==> config.mk <==
export PLATFORM = sky130hd
export DESIGN_NAME = xsw_switch
export DESIGN_NICKNAME = d
export VERILOG_FILES = /design/src/rtl/xsw_pkg.sv /design/src/rtl/xsw_fifo.sv /design/src/rtl/xsw_out_arb.sv /design/src/rtl/xsw_xbar_lane.sv /design/src/rtl/xsw_switch.sv
export SDC_FILE = /design/constraint.sdc
export NUM_CORES = 2
export LEC_CHECK = 0
export ABC_CLOCK_PERIOD_IN_PS = 5500
export BUFFER_PORTS_ARGS = -buffer_cell sky130_fd_sc_hd__buf_4
export CAP_MARGIN = 25
export CELL_PAD_IN_SITES_DETAIL_PLACEMENT = 0
export CELL_PAD_IN_SITES_GLOBAL_PLACEMENT = 1
export CORE_MARGIN = 2
export CORE_UTILIZATION = 33
export CTS_BUF_LIST = sky130_fd_sc_hd__clkbuf_8
export DETAILED_ROUTE_END_ITERATION = 10
export PLACE_DENSITY_LB_ADDON = 0.1
export REMOVE_ABC_BUFFERS = 1
export SYNTH_ARGS = -nofsm -noshare
export SYNTH_HDL_FRONTEND = slang
export SYNTH_SLANG_ARGS = --single-unit
export TNS_END_PERCENT = 50
==> constraint.sdc <==
create_clock -name clk -period 5.5 [get_ports clk]
set_input_delay 0.825 -clock clk [delete_from_list [all_inputs] [get_ports clk]]
set_output_delay 0.825 -clock clk [all_outputs]
set_load 0.005 [all_outputs]
==> src/rtl/xsw_pkg.sv <==
package xsw_pkg;
    localparam int ADDR_W  = 3;
    localparam int N_PORTS = 1 << ADDR_W;
    localparam int DST_LSB = 0;
    localparam int SRC_LSB = ADDR_W;
endpackage

==> src/rtl/xsw_fifo.sv <==
module xsw_fifo #(
    parameter int W     = 17,
    parameter int DEPTH = 4
) (
    input  logic         clk,
    input  logic         rst_n,
    input  logic         push,
    input  logic [W-1:0] wdata,
    input  logic         pop,
    output logic [W-1:0] rdata,
    output logic         empty,
    output logic         full
);
    localparam int AW = (DEPTH > 1) ? $clog2(DEPTH) : 1;
    localparam int CW = $clog2(DEPTH + 1);

    typedef struct packed {
        logic [AW-1:0] wp;
        logic [AW-1:0] rp;
        logic [CW-1:0] cnt;
    } fifo_st_t;

    fifo_st_t f_d, f_q;
    logic [W-1:0] mem [DEPTH];
    logic push_ok, pop_ok;

    assign empty   = (f_q.cnt == '0);
    assign full    = (f_q.cnt == CW'(DEPTH));
    assign rdata   = mem[f_q.rp];
    assign push_ok = push && !full;
    assign pop_ok  = pop && !empty;

    always_comb begin
        f_d = f_q;
        if (push_ok) begin
            f_d.wp = (f_q.wp == AW'(DEPTH - 1)) ? '0 : f_q.wp + 1'b1;
        end
        if (pop_ok) begin
            f_d.rp = (f_q.rp == AW'(DEPTH - 1)) ? '0 : f_q.rp + 1'b1;
        end
        f_d.cnt = f_q.cnt + CW'(push_ok) - CW'(pop_ok);
    end

    always_ff @(posedge clk) begin
        if (!rst_n) f_q <= '0;
        else        f_q <= f_d;
    end

    always_ff @(posedge clk) begin
        if (push_ok) mem[f_q.wp] <= wdata;
    end
endmodule

==> src/rtl/xsw_out_arb.sv <==
module xsw_out_arb #(
    parameter int N  = 8,
    parameter int IW = 3
) (
    input  logic          clk,
    input  logic          rst_n,
    input  logic [N-1:0]  req,
    input  logic [N-1:0]  pop_last,
    output logic [N-1:0]  gnt,
    output logic [IW-1:0] sel
);
    typedef struct packed {
        logic          locked;
        logic [IW-1:0] owner;
    } arb_st_t;

    arb_st_t a_d, a_q;
    logic [IW-1:0] win;
    logic          found;

    // lowest index wins: scan downward so the last hit is the smallest
    always_comb begin
        win   = '0;
        found = 1'b0;
        for (int i = N - 1; i >= 0; i--) begin
            if (req[i]) begin
                win   = IW'(i);
                found = 1'b1;
            end
        end
        gnt = '0;
        if (a_q.locked) begin
            sel            = a_q.owner;
            gnt[a_q.owner] = 1'b1;
        end else begin
            sel = win;
            if (found) gnt[win] = 1'b1;
        end
    end

    always_comb begin
        a_d = a_q;
        if (a_q.locked) begin
            if (pop_last[a_q.owner]) a_d.locked = 1'b0;
        end else if (found) begin
            a_d.owner  = win;
            a_d.locked = !pop_last[win];
        end
    end

    always_ff @(posedge clk) begin
        if (!rst_n) a_q <= '0;
        else        a_q <= a_d;
    end
endmodule

==> src/rtl/xsw_xbar_lane.sv <==
module xsw_xbar_lane #(
    parameter int N  = 8,
    parameter int W  = 16,
    parameter int IW = 3
) (
    input  logic           clk,
    input  logic           rst_n,
    input  logic [N-1:0]   gnt,
    input  logic [IW-1:0]  sel,
    input  logic [N-1:0]   pop,
    input  logic [N*W-1:0] in_data,
    input  logic [N-1:0]   in_last,
    output logic [W-1:0]   out_data,
    output logic           out_last,
    output logic           out_avail,
    output logic [IW-1:0]  out_sel
);
    typedef struct packed {
        logic          avail;
        logic          last;
        logic [IW-1:0] src;
        logic [W-1:0]  data;
    } lane_st_t;

    lane_st_t l_d, l_q;

    always_comb begin
        l_d       = l_q;
        l_d.avail = |(gnt & pop);
        if (l_d.avail) begin
            l_d.data = in_data[int'(sel)*W +: W];
            l_d.last = in_last[sel];
            l_d.src  = sel;
        end
    end

    always_ff @(posedge clk) begin
        if (!rst_n) l_q <= '0;
        else        l_q <= l_d;
    end

    assign out_data  = l_q.data;
    assign out_last  = l_q.last;
    assign out_avail = l_q.avail;
    assign out_sel   = l_q.src;
endmodule

==> src/rtl/xsw_switch.sv <==
module xsw_switch
    import xsw_pkg::*;
#(
    parameter int DATA_W     = 16,
    parameter int FIFO_DEPTH = 4
) (
    input  logic                        clk,
    input  logic                        rst_n,
    input  logic [N_PORTS-1:0]          in_valid,
    input  logic [N_PORTS*DATA_W-1:0]   in_data,
    input  logic [N_PORTS-1:0]          in_last,
    output logic [N_PORTS-1:0]          in_ready,
    output logic [N_PORTS-1:0]          in_pop,
    output logic [N_PORTS-1:0]          out_avail,
    output logic [N_PORTS*DATA_W-1:0]   out_data,
    output logic [N_PORTS-1:0]          out_last,
    output logic [N_PORTS*ADDR_W-1:0]   out_sel
);
    localparam int N  = N_PORTS;
    localparam int FW = DATA_W + 1;

    typedef struct packed {
        logic [N-1:0]             busy;
        logic [N-1:0][ADDR_W-1:0] dst;
    } port_st_t;

    port_st_t st_d, st_q;

    logic [N-1:0]        fifo_empty, fifo_full, head_last;
    logic [DATA_W-1:0]   head_data [N];
    logic [N*DATA_W-1:0] head_flat;
    logic [ADDR_W-1:0]   cur_dst [N];
    logic [N-1:0]        req_o [N];
    logic [N-1:0]        gnt_o [N];
    logic [ADDR_W-1:0]   arb_sel [N];
    logic [N-1:0]        granted, pop_last;
    logic [N*N-1:0]      gnt_all;

    generate
        for (genvar i = 0; i < N; i++) begin : g_in
            logic [FW-1:0] rd;
            xsw_fifo #(.W(FW), .DEPTH(FIFO_DEPTH)) u_fifo (
                .clk   (clk),
                .rst_n (rst_n),
                .push  (in_valid[i]),
                .wdata ({in_last[i], in_data[i*DATA_W +: DATA_W]}),
                .pop   (in_pop[i]),
                .rdata (rd),
                .empty (fifo_empty[i]),
                .full  (fifo_full[i])
            );
            assign head_data[i] = rd[DATA_W-1:0];
            assign head_last[i] = rd[DATA_W];
            assign head_flat[i*DATA_W +: DATA_W] = rd[DATA_W-1:0];
        end
    endgenerate

    assign in_ready = ~fifo_full;

    // requests: a fresh header routes by its field, an open packet by the stored target
    always_comb begin
        for (int i = 0; i < N; i++) begin
            cur_dst[i] = st_q.busy[i] ? st_q.dst[i] : head_data[i][DST_LSB +: ADDR_W];
        end
        for (int o = 0; o < N; o++) begin
            for (int i = 0; i < N; i++) begin
                req_o[o][i] = !fifo_empty[i] && (cur_dst[i] == ADDR_W'(o));
            end
        end
    end

    always_comb begin
        granted = '0;
        for (int o = 0; o < N; o++) granted = granted | gnt_o[o];
        in_pop   = granted & ~fifo_empty;
        pop_last = in_pop & head_last;
        st_d     = st_q;
        for (int i = 0; i < N; i++) begin
            if (in_pop[i]) begin
                st_d.busy[i] = !head_last[i];
                st_d.dst[i]  = cur_dst[i];
            end
        end
    end

    always_ff @(posedge clk) begin
        if (!rst_n) st_q <= '0;
        else        st_q <= st_d;
    end

    generate
        for (genvar o = 0; o < N; o++) begin : g_out
            xsw_out_arb #(.N(N), .IW(ADDR_W)) u_arb (
                .clk      (clk),
                .rst_n    (rst_n),
                .req      (req_o[o]),
                .pop_last (pop_last),
                .gnt      (gnt_o[o]),
                .sel      (arb_sel[o])
            );
            xsw_xbar_lane #(.N(N), .W(DATA_W), .IW(ADDR_W)) u_lane (
                .clk       (clk),
                .rst_n     (rst_n),
                .gnt       (gnt_o[o]),
                .sel       (arb_sel[o]),
                .pop       (in_pop),
                .in_data   (head_flat),
                .in_last   (head_last),
                .out_data  (out_data[o*DATA_W +: DATA_W]),
                .out_last  (out_last[o]),
                .out_avail (out_avail[o]),
                .out_sel   (out_sel[o*ADDR_W +: ADDR_W])
            );
            assign gnt_all[o*N +: N] = gnt_o[o];
        end
    endgenerate
endmodule

==> results.json <==
{
  "status": "finished clean",
  "maxCapViolCount": 0,
  "fmax_mhz": 187,
  "hold_buffers": 0,
  "initial_core_util_pct": 33.2,
  "clk_latency_ns": 0.90,
  "syn_to_final_growth_pct": 19.0,
  "intPower_mw": 21.1,
  "netSwitchingFraction_pct": 49.8,
  "worst_slew_pin_slew_ns": 1.11,
  "ios": 330,
  "async_flop_share_pct": 0,
  "grt_antenna_before_repair": 5,
  "power.share.clock_pct": 14.7,
  "htree_levels": 4,
  "postRouteWirelength_um": 193000,
  "p_seq_share_pct": 21.2,
  "grt_overflow": 0,
  "irDropWorstVdd_uv": 434,
  "route.detailed.drc": 0,
  "hpwl_um": 142000,
  "clock_sink_count": 848,
  "setup_tns_ns": 0,
  "end_kind": "output pin",
  "dieArea_um2": 141000,
  "coreArea_um2": 137000,
  "syn_area_per_cell_um2": 11.6,
  "drtIter0Drc": 3517,
  "ant_nets": 0,
  "vias_per_cell": 5.79,
  "p_comb_share_pct": 64.1,
  "dr.pass1.iters": 6,
  "gp_congestion": 0.968,
  "path_clk_slew_ns": 0.06,
  "finalHoldViolCount": 0,
  "multi_input_area_um2": 21800,
  "vias": 36200,
  "whs_ns": 0.126,
  "fin_skew_ns": 0.0585,
  "die_w_um": 376,
  "grt_pass1_vias": 35400,
  "synth_ff_type": "edfxtp_1",
  "num_rows": 136,
  "final_util_pct": 39.5,
  "dieHeight_um": 376,
  "clk_root_buffer_cell": "clkbuf_8",
  "p_leak_nw": 20.1,
  "synth.distinct_cells": 116,
  "fin_crit_ns": 5.35,
  "cts_setup_buffers": 0,
  "regArea_um2": 22400,
  "worstPathMaxFanout": 15,
  "grt_pass1_wl_um": 270000,
  "cp.required_ns": 4.68,
  "use_met1_pct": 36.3,
  "final_layout_size_suffix_gt1_share_pct": 27.1,
  "finalNonFillerCells": 6258,
  "syn_inst": 3949,
  "wl_per_cell_um": 30.8,
  "critical_path_class": "reg -> out",
  "cts_buffers": 158,
  "p_switching_mw": 21.0,
  "cts_tree": "built",
  "synth_edf_count": 544,
  "p_per_area_nw_per_um2": 775,
  "arrival_ns": 4.53,
  "n_fill_cell": 13400,
  "clockBufferDepth": 3,
  "grt_max_degree": 101,
  "max_slew_margin_pct": 26.1,
  "startpoint_type": "flip-flop",
  "synth_area_um2": 45700,
  "hold_depth": 1,
  "nets": 4542,
  "rr_worst_depth": 18,
  "synth_seq_cells": 848,
  "grtUsageTotal_pct": 26.8,
  "rsz0062_at_grt": "false",
  "met2_usage_pct": 42.4,
  "hold_class": "in -> reg",
  "grt_use_met3_pct": 5.31,
  "fin_crit_sh_pct": 97.3,
  "setup_violations": 0,
  "io_buffers": 329,
  "drv_slew": 0,
  "grt-busiest-layer": "met2",
  "dp_cells": 5959,
  "ys_warn_count": 0,
  "ys_seq_area_share_pct": 49.1,
  "power.total_mw": 42.1
}
[cells in the mapped netlist (9+ instances only)]
library cell / count / area [um^2]
edfxtp_1: 544 / 16300
o221a_2: 11 / 124
o31a_1: 9 / 78.8
a31oi_1: 106 / 663
xnor2_1: 13 / 114
nand3_1: 151 / 756
o211ai_1: 36 / 270
ha_1: 56 / 701
buf_1: 20 / 75.1
buf_4: 52 / 390
a22oi_1: 27 / 203
o31ai_1: 13 / 97.6
a21o_1: 13 / 97.6
o21ai_1: 12 / 60.1
nor2b_1: 23 / 144
inv_1: 89 / 334
nor3_1: 58 / 290
a211o_1: 15 / 131
and3_1: 45 / 282
a21oi_1: 244 / 1220
o21ai_0: 189 / 946
a311oi_1: 21 / 184
nand2_1: 493 / 1850
nor4_2: 10 / 125
a22o_1: 11 / 96.3
a211oi_1: 65 / 488
dfxtp_1: 304 / 6090
o32a_1: 10 / 100
nand2b_1: 34 / 213
mux4_2: 293 / 6600
o22ai_1: 12 / 75.1
and2_1: 53 / 332
mux2i_1: 161 / 1610
buf_2: 50 / 250
nand4_1: 12 / 75.1
o221ai_1: 10 / 87.6
o32ai_1: 11 / 96.3
clkbuf_1: 185 / 694
mux2_2: 27 / 304
or3_1: 24 / 150
nor2_1: 243 / 912
[placed cells by master, fill, tap and decap left out, types with 51 or more instances in the layout]
cell type	netlist	final
edfxtp_1	544	544
buf_4	52	505
nand2_1	493	490
dfxtp_1	304	302
mux4_2	293	293
nor2_1	243	242
a21oi_1	244	237
o21ai_0	189	189
clkbuf_8	0	167
mux2i_1	161	158
nand3_1	151	146
inv_1	89	139
a31oi_1	106	105
a211oi_1	65	65
nor3_1	58	57
ha_1	56	56
and2_1	53	51
[cells by family (layout without fill, tap and decap cells)]
family | count (synthesis) | after routing | synth area share [%]
muxes | 487 | 487 | 18.8
and+or+nand+nor | 1205 | 1205 | 12.2
adders and majority gates | 64 | 64 | 1.88
buffers and inverters | 401 | 911 | 3.89
other | 0 | 5 | 0
xor gates and xnor gates | 16 | 16 | 0.307
AOI/OAI and AO/OA | 928 | 928 | 13.8
DFF | 848 | 848 | 49.1
[routing by layer]
| layer | up-vias | routed length [um] |
|---|---|---|
| li1 | 16000 | - |
| met1 | 18400 | 83300 |
| met2 | 1531 | 89000 |
| met3 | 298 | 13400 |
| met4 | 2 | 7090 |
| met5 | - | 13 |
[final timing paths]
path | endpoint | start | slack (ns)
max | in_pop[6] | flip-flop | 0.15
min | g_in[5].u_fifo.mem[2][14]$_DFFE_PP_ | in_data[94] | 0.13
max reg2reg | g_in[5].u_fifo.f_q[2]$_SDFF_PN0_ | flip-flop | 0.60
min reg2reg | st_q[1]$_SDFFE_PN0N_ | st_q[1]$_SDFFE_PN0N_ | 0.46
[power groups by stage]
stage               combinational (mW)  sequential [mW]  clock, mW
floorplan                         15.4             8.85          0
global placement                  26.4             9.06          0
detailed placement                26.4             9.05          0
CTS                               26.5             8.93       6.40
global route                      28.6             9.07       6.66
finish                            27.0             8.95       6.19
[what timing repair did]
action,in CTS,in global routing
resized for setup,8,15
setup endpoints to repair,3,4
pin swaps,1,0
hold endpoints to repair,0,0
[flip-flops by register name, indices dropped and copies added, names as in the netlist, named ones only]
name,flops
g_out.u_lane.out_data,128
g_out.u_lane.out_sel,24
g_out.u_arb.a_q,32
g_in.u_fifo.mem,544
g_out.u_lane.out_avail,8
g_in.u_fifo.f_q,56
g_out.u_lane.out_last,8
st_q,32
[through the flow]
step | setup WS (ns) | instance area (um^2)
after floorplan | -2.89 | 44300
after global placement | 0.355 | 50800
after detailed placement | 0.328 | 50900
after CTS | -0.150 | 54100
after global routing | 0.0184 | 54400
final | 0.147 | 54400
[layout make-up]
| class | count | share of cell area (%) |
|---|---|---|
| Multi-Input combinational cell | 2700 | 40.2 |
| Timing Repair Buffer | 533 | 8.02 |
| Sequential cell | 848 | 41.2 |
| Clock buffer | 167 | 4.23 |
| Inverter | 91 | 0.633 |
| Antenna cell | 5 | 0.0230 |
| Tap cell | 1794 | 4.13 |
| Clock inverter | 120 | 1.57 |
[critical path: stages (launching register included)]
cell and delay, ns:
dfxtp_2 0.46, buf_4 0.34, mux2i_1 0.17, o32a_1 0.34
a211o_1 0.33, a221oi_1 0.54, nand4_1 0.23, o32ai_1 0.47
nor4_2 0.07, buf_4 0.18, a21oi_2 0.33, buf_4 0.18
No activity file was read; power rests on OpenSTA's default activity.
